### src/rtl/tailseq_pkg.sv
package tailseq_pkg;

  // Which encoder bits feed the output lanes for the current step
  typedef enum logic [1:0] {
    SEL_DATA  = 2'd0,
    SEL_TERM1 = 2'd1,
    SEL_TERM2 = 2'd2,
    SEL_NONE  = 2'd3
  } laneSel_e;

  // Strobes from control to datapath, one set per cycle
  typedef struct packed {
    logic       advance;   // downstream accepted, everything moves
    logic       valid;
    logic       tail1;
    logic       tail2;
    logic       last;
    logic       muxSlot;   // entry is a packed tail slot, data comes from buffer
    logic [1:0] slot;
    laneSel_e   sel;
    logic       capture;   // store this step's tail pair
    logic [2:0] capIdx;    // tail step index 0..5
  } strobe_t;

  // One pipeline stage of the output path
  typedef struct packed {
    logic       valid;
    logic       tail1;
    logic       tail2;
    logic       last;
    logic       muxSlot;
    logic [1:0] slot;
    logic       sys1;
    logic       par1;
    logic       par2;
    logic       sys2;
  } stage_t;

endpackage

### src/rtl/tailseq_ctrl.sv
module tailseq_ctrl
  import tailseq_pkg::*;
#(
  parameter int LEN_W      = 13,
  parameter int TAIL_STEPS = 6,
  parameter int MUX_SLOTS  = 4
) (
  input  logic             clk,
  input  logic             rst,
  input  logic             startOut,
  input  logic             muxMode,
  input  logic [LEN_W-1:0] blockLen,
  input  logic             ready,
  output strobe_t          strb,
  output logic             encStep,
  output logic             term1,
  output logic             term2
);

  localparam int STEP_W   = LEN_W + 1;
  localparam int HALF     = TAIL_STEPS / 2;
  localparam int MUX_HALF = MUX_SLOTS / 2;

  logic              active;
  logic              muxReg;
  logic [LEN_W-1:0]  lenReg;
  logic [STEP_W-1:0] step;
  logic [STEP_W-1:0] tailPos;
  logic [2:0]        pos;
  logic              inTail;
  logic              lastStep;

  assign tailPos  = step - {1'b0, lenReg};
  assign inTail   = step >= {1'b0, lenReg};
  assign pos      = tailPos[2:0];
  assign lastStep = inTail && (pos == 3'(TAIL_STEPS - 1));

  assign encStep = active && ready;
  assign term1   = active && inTail && (pos < 3'(HALF));
  assign term2   = active && inTail && (pos >= 3'(HALF));

  always_comb begin
    strb         = '0;
    strb.advance = ready;
    strb.capture = active && inTail;
    strb.capIdx  = pos;
    strb.slot    = pos[1:0];
    if (!active) begin
      strb.sel = SEL_NONE;
    end else if (!inTail) begin
      strb.sel   = SEL_DATA;
      strb.valid = 1'b1;
    end else if (muxReg) begin
      strb.sel     = SEL_NONE;
      strb.valid   = pos < 3'(MUX_SLOTS);
      strb.muxSlot = pos < 3'(MUX_SLOTS);
      strb.tail1   = pos < 3'(MUX_HALF);
      strb.tail2   = (pos >= 3'(MUX_HALF)) && (pos < 3'(MUX_SLOTS));
      strb.last    = pos == 3'(MUX_SLOTS - 1);
    end else begin
      strb.sel   = (pos < 3'(HALF)) ? SEL_TERM1 : SEL_TERM2;
      strb.valid = 1'b1;
      strb.tail1 = pos < 3'(HALF);
      strb.tail2 = pos >= 3'(HALF);
      strb.last  = lastStep;
    end
  end

  always_ff @(posedge clk) begin
    if (rst) begin
      active <= 1'b0;
      muxReg <= 1'b0;
      lenReg <= '0;
      step   <= '0;
    end else if (!active && startOut) begin
      active <= 1'b1;
      muxReg <= muxMode;
      lenReg <= blockLen;
      step   <= '0;
    end else if (active && ready) begin
      step <= step + 1'b1;
      if (lastStep) active <= 1'b0;
    end
  end


  term_handover_chk: assert property (@(posedge clk) disable iff (rst)
    $fell(term1) |-> term2);


  start_ignored_chk: assert property (@(posedge clk) disable iff (rst)
    (active && startOut) |=> ($stable(lenReg) && $stable(muxReg)));

endmodule

### src/rtl/tailseq_dp.sv
module tailseq_dp
  import tailseq_pkg::*;
#(
  parameter int TAIL_STEPS = 6,
  parameter int MUX_SLOTS  = 4
) (
  input  logic    clk,
  input  logic    rst,
  input  strobe_t strb,
  input  logic    enc1Sys,
  input  logic    enc1Par,
  input  logic    enc2Sys,
  input  logic    enc2Par,
  output logic    outSys1,
  output logic    outPar1,
  output logic    outPar2,
  output logic    outSys2,
  output logic    outValid,
  output logic    outTail1,
  output logic    outTail2,
  output logic    blockDone
);

  localparam int TAIL_BITS  = 2 * TAIL_STEPS;
  localparam int SLOT_BITS  = TAIL_BITS / MUX_SLOTS;
  // deep enough that the last tail pair is stored when the last slot leaves
  localparam int PIPE_DEPTH = TAIL_STEPS - MUX_SLOTS + 1;
  localparam int HALF       = TAIL_STEPS / 2;

  stage_t               entry;
  stage_t               pipe [PIPE_DEPTH];
  stage_t               head;
  logic [TAIL_BITS-1:0] tailBuf;
  logic [SLOT_BITS-1:0] slotBits [MUX_SLOTS];

  always_comb begin
    entry         = '0;
    entry.valid   = strb.valid;
    entry.tail1   = strb.tail1;
    entry.tail2   = strb.tail2;
    entry.last    = strb.last;
    entry.muxSlot = strb.muxSlot;
    entry.slot    = strb.slot;
    case (strb.sel)
      SEL_DATA: begin
        entry.sys1 = enc1Sys;
        entry.par1 = enc1Par;
        entry.par2 = enc2Par;
        entry.sys2 = enc2Sys;
      end
      SEL_TERM1: begin
        entry.sys1 = enc1Sys;
        entry.par1 = enc1Par;
      end
      SEL_TERM2: begin
        entry.sys1 = enc2Sys;   // encoder-2 systematic tail replaces port
        entry.par2 = enc2Par;
        entry.sys2 = enc2Sys;
      end
      default: ;
    endcase
  end

  always_ff @(posedge clk) begin
    if (rst) begin
      for (int i = 0; i < PIPE_DEPTH; i++) pipe[i] <= '0;
    end else if (strb.advance) begin
      pipe[0] <= entry;
      for (int i = 1; i < PIPE_DEPTH; i++) pipe[i] <= pipe[i-1];
    end
  end

  always_ff @(posedge clk) begin
    if (rst) begin
      tailBuf <= '0;
    end else if (strb.advance && strb.capture) begin
      for (int p = 0; p < TAIL_STEPS; p++) begin
        if (strb.capIdx == 3'(p)) begin
          tailBuf[2*p]   <= (p < HALF) ? enc1Sys : enc2Sys;
          tailBuf[2*p+1] <= (p < HALF) ? enc1Par : enc2Par;
        end
      end
    end
  end

  for (genvar s = 0; s < MUX_SLOTS; s++) begin : g_slot
    assign slotBits[s] = tailBuf[SLOT_BITS*s +: SLOT_BITS];
  end

  assign head      = pipe[PIPE_DEPTH-1];
  assign outSys1   = head.muxSlot ? slotBits[head.slot][0] : head.sys1;
  assign outPar1   = head.muxSlot ? slotBits[head.slot][1] : head.par1;
  assign outPar2   = head.muxSlot ? slotBits[head.slot][2] : head.par2;
  assign outSys2   = head.muxSlot ? 1'b0 : head.sys2;
  assign outValid  = head.valid;
  assign outTail1  = head.tail1;
  assign outTail2  = head.tail2;
  assign blockDone = head.valid && head.last && strb.advance;


  freeze_chk: assert property (@(posedge clk) disable iff (rst)
    !strb.advance |=> $stable({outSys1, outPar1, outPar2, outSys2,
                               outValid, outTail1, outTail2}));


  valid_run_chk: assert property (@(posedge clk) disable iff (rst)
    (outValid && !head.last && strb.advance) |=> outValid);


  tail_excl_chk: assert property (@(posedge clk) disable iff (rst)
    $onehot0({outTail1, outTail2}));


  done_tail_chk: assert property (@(posedge clk) disable iff (rst)
    blockDone |-> (outValid && outTail2));

endmodule

### src/rtl/turbo_tail_sequencer.sv
module turbo_tail_sequencer
  import tailseq_pkg::*;
#(
  parameter int LEN_W = 13
) (
  input  logic             clk,
  input  logic             rst,
  input  logic             startOut,
  input  logic             muxMode,
  input  logic [LEN_W-1:0] blockLen,
  input  logic             dnReady,
  input  logic             enc1Sys,
  input  logic             enc1Par,
  input  logic             enc2Sys,
  input  logic             enc2Par,
  output logic             encStep,
  output logic             term1,
  output logic             term2,
  output logic             outSys1,
  output logic             outPar1,
  output logic             outPar2,
  output logic             outSys2,
  output logic             outValid,
  output logic             outTail1,
  output logic             outTail2,
  output logic             blockDone
);

  localparam int TAIL_STEPS = 6;
  localparam int MUX_SLOTS  = 4;

  strobe_t strb;

  tailseq_ctrl #(
    .LEN_W(LEN_W), .TAIL_STEPS(TAIL_STEPS), .MUX_SLOTS(MUX_SLOTS)
  ) u_ctrl (
    .clk(clk), .rst(rst), .startOut(startOut), .muxMode(muxMode),
    .blockLen(blockLen), .ready(dnReady), .strb(strb),
    .encStep(encStep), .term1(term1), .term2(term2)
  );

  tailseq_dp #(
    .TAIL_STEPS(TAIL_STEPS), .MUX_SLOTS(MUX_SLOTS)
  ) u_dp (
    .clk(clk), .rst(rst), .strb(strb),
    .enc1Sys(enc1Sys), .enc1Par(enc1Par), .enc2Sys(enc2Sys), .enc2Par(enc2Par),
    .outSys1(outSys1), .outPar1(outPar1), .outPar2(outPar2), .outSys2(outSys2),
    .outValid(outValid), .outTail1(outTail1), .outTail2(outTail2),
    .blockDone(blockDone)
  );

endmodule

### config.mk
export PLATFORM = sky130hd
export DESIGN_NAME = turbo_tail_sequencer
export DESIGN_NICKNAME = d
export VERILOG_FILES = /design/src/rtl/tailseq_pkg.sv /design/src/rtl/tailseq_ctrl.sv /design/src/rtl/tailseq_dp.sv /design/src/rtl/turbo_tail_sequencer.sv
export SDC_FILE = /design/constraint.sdc
export NUM_CORES = 1
export LEC_CHECK = 0
export BUFFER_PORTS_ARGS = -buffer_cell sky130_fd_sc_hd__buf_2
export CAP_MARGIN = 15
export CORE_ASPECT_RATIO = 0.7
export CORE_UTILIZATION = 59
export CTS_CLUSTER_DIAMETER = 40
export CTS_CLUSTER_SIZE = 30
export DETAILED_ROUTE_END_ITERATION = 8
export PLACE_DENSITY = 0.84
export SKIP_CTS_REPAIR_TIMING = 1
export SYNTH_ARGS = -nofsm -noshare
export SYNTH_HDL_FRONTEND = slang
export SYNTH_SLANG_ARGS = --single-unit
### constraint.sdc
create_clock -name clk -period 2.96 [get_ports clk]
set_input_delay 0 -clock clk [delete_from_list [all_inputs] [get_ports clk]]
set_output_delay 0 -clock clk [all_outputs]
set_load 0.02 [all_outputs]
==> Word-level counts from Yosys, hierarchy flattened <==
Memories as Yosys holds them, arrays and structs flattened.
Index checks and enable logic that the tools add are counted.
W data, S select, Z words.
{ "word_totals": {"regBits": 41, "latchBits": 0, "ramBits": 33, "rom_bits": 0, "output_inout_bits": 11, "n_memories": 1} }
{ "classes": {"add_sub_neg": 2, "multipliers": 0, "n_div": 0, "order_cmp": 7, "eq_ne": 7, "shifts": 0, "muxes": 30, "bitwise": 4, "reduce_logical": 25} }
{ "mem_list": {"columns": ["name", "depth", "width", "read_ports", "rd_ports_with_merged_regs", "write_ports", "line", "rtl"], "rows": [
  ["u_dp.pipe", 3, 11, 3, 0, 3, "tailseq_dp.sv:31", "stage_t pipe [PIPE_DEPTH];"]
]} }
{ "ops": {"columns": ["operator", "count"], "rows": [
  ["$mux W11", 3],
  ["$mux W1", 15],
  ["$add A14 B1 Y14 const B", 1],
  ["$ge A14 B13 Y1", 1],
  ["$reduce_and A2 Y1", 7],
  ["$logic_and A1 B1 Y1", 10],
  ["$mux W2", 5],
  ["$mux W4", 2],
  ["$bmux W3 S2", 1],
  ["$eq A3 B2 Y1 const B", 2],
  ["$eq A3 B3 Y1 const B", 2],
  ["$ge A3 B2 Y1 const B", 2],
  ["$lt A3 B2 Y1 const B", 2],
  ["$mux W3", 2],
  ["$reduce_or A2 Y1", 3],
  ["$mux W5", 1],
  ["$reduce_bool A2 Y1", 2],
  ["$eq A3 B1 Y1 const B", 1],
  ["$ge A3 B3 Y1 const B", 1],
  ["$logic_not A3 Y1", 1],
  ["$lt A3 B3 Y1 const B", 1],
  ["$not A2 Y3", 1],
  ["$or A1 B1 Y1", 3],
  ["$sub A3 B3 Y3", 1],
  ["5 further kinds", 5]
]} }

==> Longest topological paths before layout <==
{ "depth": {"word_depth": 10, "depth_mapped": 9, "mapped_depth_nobuf": 9} }

==> Cells and area by module <==
From an unflattened synthesis, not the netlist that was laid out.
{ "hier_totals": {"hier_cells": 338, "area_unflattened_um2": 3614.7} }
{ "by_module_without_submodules": {"columns": ["mod", "instances", "cells_per_inst", "area_per_inst_um2", "seq_area_each_um2"], "rows": [
  ["tailseq_dp", 1, 133, 1900.6, 1231.2],
  ["tailseq_ctrl", 1, 205, 1714.1, 580.6]
]} }

==> Worst setup path after synthesis <==
Ideal clock, no wire load.
{ "synth_path": {"kind": "register to register", "startpoint": "register u_ctrl.step[0]", "endpoint": "memory u_dp.pipe[0][0] (netlist bit), data pin", "setup_ns": 0.256, "arrival_ns": 1.873, "required_time_ns": 2.704, "slack_ns": 0.831, "stages_incl_launch_ff": 9, "period_less_slack_ns": 2.129, "cell_sequence": "dfxtp_1 > inv_1 > ha_1 > inv_1 > fa_1 > xnor2_1 > o21ai_0 > nor2b_1 > o211a_1"} }
{ "synth_lines": {"columns": ["item", "line", "rtl"], "rows": [
  ["start, declared", "tailseq_ctrl.sv:27", "logic [STEP_W-1:0] step;"],
  ["start signal, assigned", "tailseq_ctrl.sv:81", "step <= step + 1'b1;"],
  ["end, declared", "tailseq_dp.sv:31", null]
]} }

==> Worst setup path after layout <==
{ "layout_path": {"startpoint": "register u_ctrl.step[0]", "endpoint": "output term2"} }
{ "layout_via": {"elab_chain_len": 3} }
{ "layout_lines": {"columns": ["item", "line", "rtl"], "rows": [
  ["$sub A3 B3 Y3 or $ge A14 B13 Y1 (tied branches)", "tailseq_ctrl.sv:33, tailseq_ctrl.sv:34", null],
  ["$ge A3 B2 Y1 or $logic_and A1 B1 Y1 (tied branches)", "tailseq_ctrl.sv:40", "assign term2 = active && inTail && (pos >= 3'(HALF));"],
  ["$logic_and A1 B1 Y1 *", "tailseq_ctrl.sv:40", null],
  ["end, declared", "turbo_tail_sequencer.sv:18", "output logic term2,"]
]} }
Every way passes the cells marked *; elsewhere a longest branch is shown, timed or not.

==> results_dict.tcl <==
set metrics [dict create \
    place_hpwl_um 4939 \
    crit_type "flop to primary output" \
    crit_family "adder cells" \
    routedWlPerCell_um 15.25 \
    drt_wl_total_um 7106 \
    cts_made_buffers 9 \
    status "finished, violations left" \
    internal_power_mw 1.594 \
    power_density_nw_per_um2 530.0 \
    grt-busiest-layer "met2" \
    rows 23 \
    route.detailed.drc 0 \
    whs_ns -0.002905 \
    synth.area.mux_share_pct 6.335 \
    power_frac_seq_pct 52.1 \
    syn_area_per_cell_um2 10.44 \
    die_y_um 66.40 \
    synth_top_family_by_area "simple AND/OR/NAND/NOR gates" \
    min_period_ns 2.550 \
    netlist_area_um2 3496 \
    worstPathCellList "inv_1 -> ha_1 -> inv_1 -> fa_1 -> xnor2_1 -> o21ai_0 -> and3_1 -> buf_2" \
    arrival_ns 2.55 \
    synth_compound_area_share_pct 8.482 \
    setup_tns_ns 0 \
    cp_common_cell "inv_1" \
    placed_cell_area_um2 3727 \
    grt_pass1_wl_um 11070 \
    firstDrtPassIters 4 \
    antenna_found_initial 0 \
    p_sw_share_pct 26.34 \
    pre_cts_ws_ns 0.5115 \
    fmax_ghz 0.3922 \
    layout-drive-gt1-share_pct 16.62 \
    cts_tree "done" \
    yosysWarnings 0 \
    fin_crit_sh_pct 86.14 \
    r2r_slack_ns 0.44 \
    fin_util_pct 71.27 \
    synthArstFlopShare_pct 0 \
    fin_ws_ns 0.4102 \
    fin_area_um2 4081 \
    area_growth_pct 16.75 \
    initial_utilization_pct 61.04 \
    relSlewSlack_pct 43.22 \
    grt-ovfl-total 0 \
    pwr-share-clk_pct 35.8 \
    use_met2_pct 35.13 \
    gp_congestion 0.8906 \
    nNetsFinal 423 \
    synthSimpleGateAreaFrac_pct 21.26 \
    grt_max_degree 37 \
    synth.ff_latch_count 74 \
    n_antenna_cell 0 \
    synthCells 335 \
    ant_nets 0 \
    leakagePower_nw 1.664 \
    holdCritPathClass "input port to flop" \
    grt_pass1_vias 2265 \
    via_per_inst 5.423 \
    io_pins 33 \
    ys_seq_area_share_pct 51.83 \
    die_area_um2 6242 \
    violations "negative hold slack" \
    clk_pin_slew_ns 0.08 \
    yosysUniqueCellTypes 41 \
    gr-usage-met3_pct 7.241 \
    cp_max_fo 7 \
    slowest_stage "xnor2_1" \
    synth_flop_cell "dfxtp_1" \
    clk_latency_ns 0.36 \
    crit_buf_inv 3 \
    io_buffers 32 \
    clock_path_buffers 2 \
    core_um2 5727 \
    final_max_slew_viol_count 0 \
    cts_num_sinks 74 \
    critPathRequiredTime_ns 2.96 \
    drt-initial-drc-count 171 \
    maxCapViolCount 0 \
    p_sw_mw 0.5697 \
    dr_total_vias 2527 \
    endpoint_kind "primary output" \
    synth_fa_ha_area_share_pct 5.583 \
    startpoint_type "flop" \
    slowest_delay_ns 0.43 \
    final_cell_count_no_fill 466 \
    synth_xor_area_share_pct 3.508 \
    skew_ns 0.006887 \
    worst_pin_slew_ns 0.8500 \
    setup_violations 0 \
    grt_use_total_pct 24.28 \
    syn-num-nets 372 \
    htreeDepth 3 \
    peakVddDrop_mv 0.3314 \
    combPwrFrac_pct 12.1 \
    dieWidth_um 94 \
    dp_cells 434 \
    cts_root_buf "clkbuf_8" \
    final_hold_viol_count 3 \
    synth_edf_count 33 \
    total_power_mw 2.163 \
    rsz0062_at_grt "false" \
    grtUsageMet1_pct 34.07 \
]
-- kinds of logic (layout without fill, tap and decap cells) --
family          Yosys count  after routing
fa+ha+maj                15             15
compound gates           41             41
mux                      18             18
buf+inv                  28             84
xor+xnor                 14             14
simple gates            145            145
flops                    74             74
-- path summary, 6_finish.rpt --
| check | start | to | cells after the start |
|---|---|---|---|
| setup / recovery | u_ctrl.step[0] | term2 | 8 |
| hold / removal | enc1Sys | u_dp.tailBuf[0] | 3 |
| setup reg to reg | u_ctrl.step[0] | u_dp.pipe[0][8] | 9 |
| hold reg to reg | u_ctrl.lenReg[2] | u_ctrl.lenReg[2] | 2 |
-- power groups by stage --
stage / registers, mW / logic, mW / clock network, mW
floorplan: 1.15 / 0.173 / 0
global placement: 1.15 / 0.230 / 0
detailed placement: 1.15 / 0.240 / 0
CTS: 1.13 / 0.241 / 0.779
global route: 1.13 / 0.285 / 0.828
finish: 1.13 / 0.261 / 0.775
-- cells in the mapped netlist, types with 3 or more instances --
master / instances / area [um2]
nand3_1: 10 / 50.05
mux4_2: 3 / 67.56
xnor2_1: 6 / 52.55
nor3_1: 5 / 25.02
xor2_1: 8 / 70.07
edfxtp_1: 33 / 991.0
nand4_1: 4 / 25.02
inv_1: 17 / 63.81
clkbuf_1: 10 / 37.54
nor2b_1: 6 / 37.54
mux2i_1: 12 / 120.1
ha_1: 14 / 175.2
a21oi_1: 26 / 130.1
nand2b_1: 19 / 118.9
nand2_1: 41 / 153.9
and2_1: 25 / 156.4
and3_1: 4 / 25.02
nor2_1: 22 / 82.58
mux2_2: 3 / 33.78
dfxtp_1: 41 / 820.8
-- per-layer routing --
layer  share of wire [%]  vias to the layer above
met5                   0                        -
met4                 1.4                        0
met3                 4.7                       10
met2                  45                       65
met1                  48                     1199
li1                    -                     1253
-- worst min-delay path: stages --
cell,delay (ns)
buf_2,0.11
nand2b_1,0.11
mux2i_1,0.08
-- area by class of cell --
type                    instances  area [um2]
fillers                       394        1645
flip-flops and latches         74        1812
inverters                      18       67.56
well taps                      75       93.84
clock inverters                 7       70.07
multi-input cells             233        1579
repair buffers                 50       335.3
clock buffers                   9       123.9
-- flip-flops by register name, summed over array words and instances (netlist names) --
register and cells:
u_ctrl.lenReg 13, u_dp.tailBuf 12, u_ctrl.step 14, u_dp.pipe 33, u_ctrl.active 1, u_ctrl.muxReg 1
-- cell usage in the layout (no fill, tap or decap), types with 3 or more instances in the layout --
cell type,instances
a21oi_1,26
and2_1,25
and3_1,4
buf_2,32
clkbuf_8,9
clkinvlp_4,3
dfxtp_1,41
dlygate4sd3_1,16
edfxtp_1,33
ha_1,14
inv_1,17
mux2_2,3
mux2i_1,12
mux4_2,3
nand2_1,41
nand2b_1,19
nand3_1,10
nand4_1,4
nor2_1,22
nor2b_1,6
nor3_1,5
xnor2_1,6
xor2_1,8
Power figures use the tool's default switching activity.
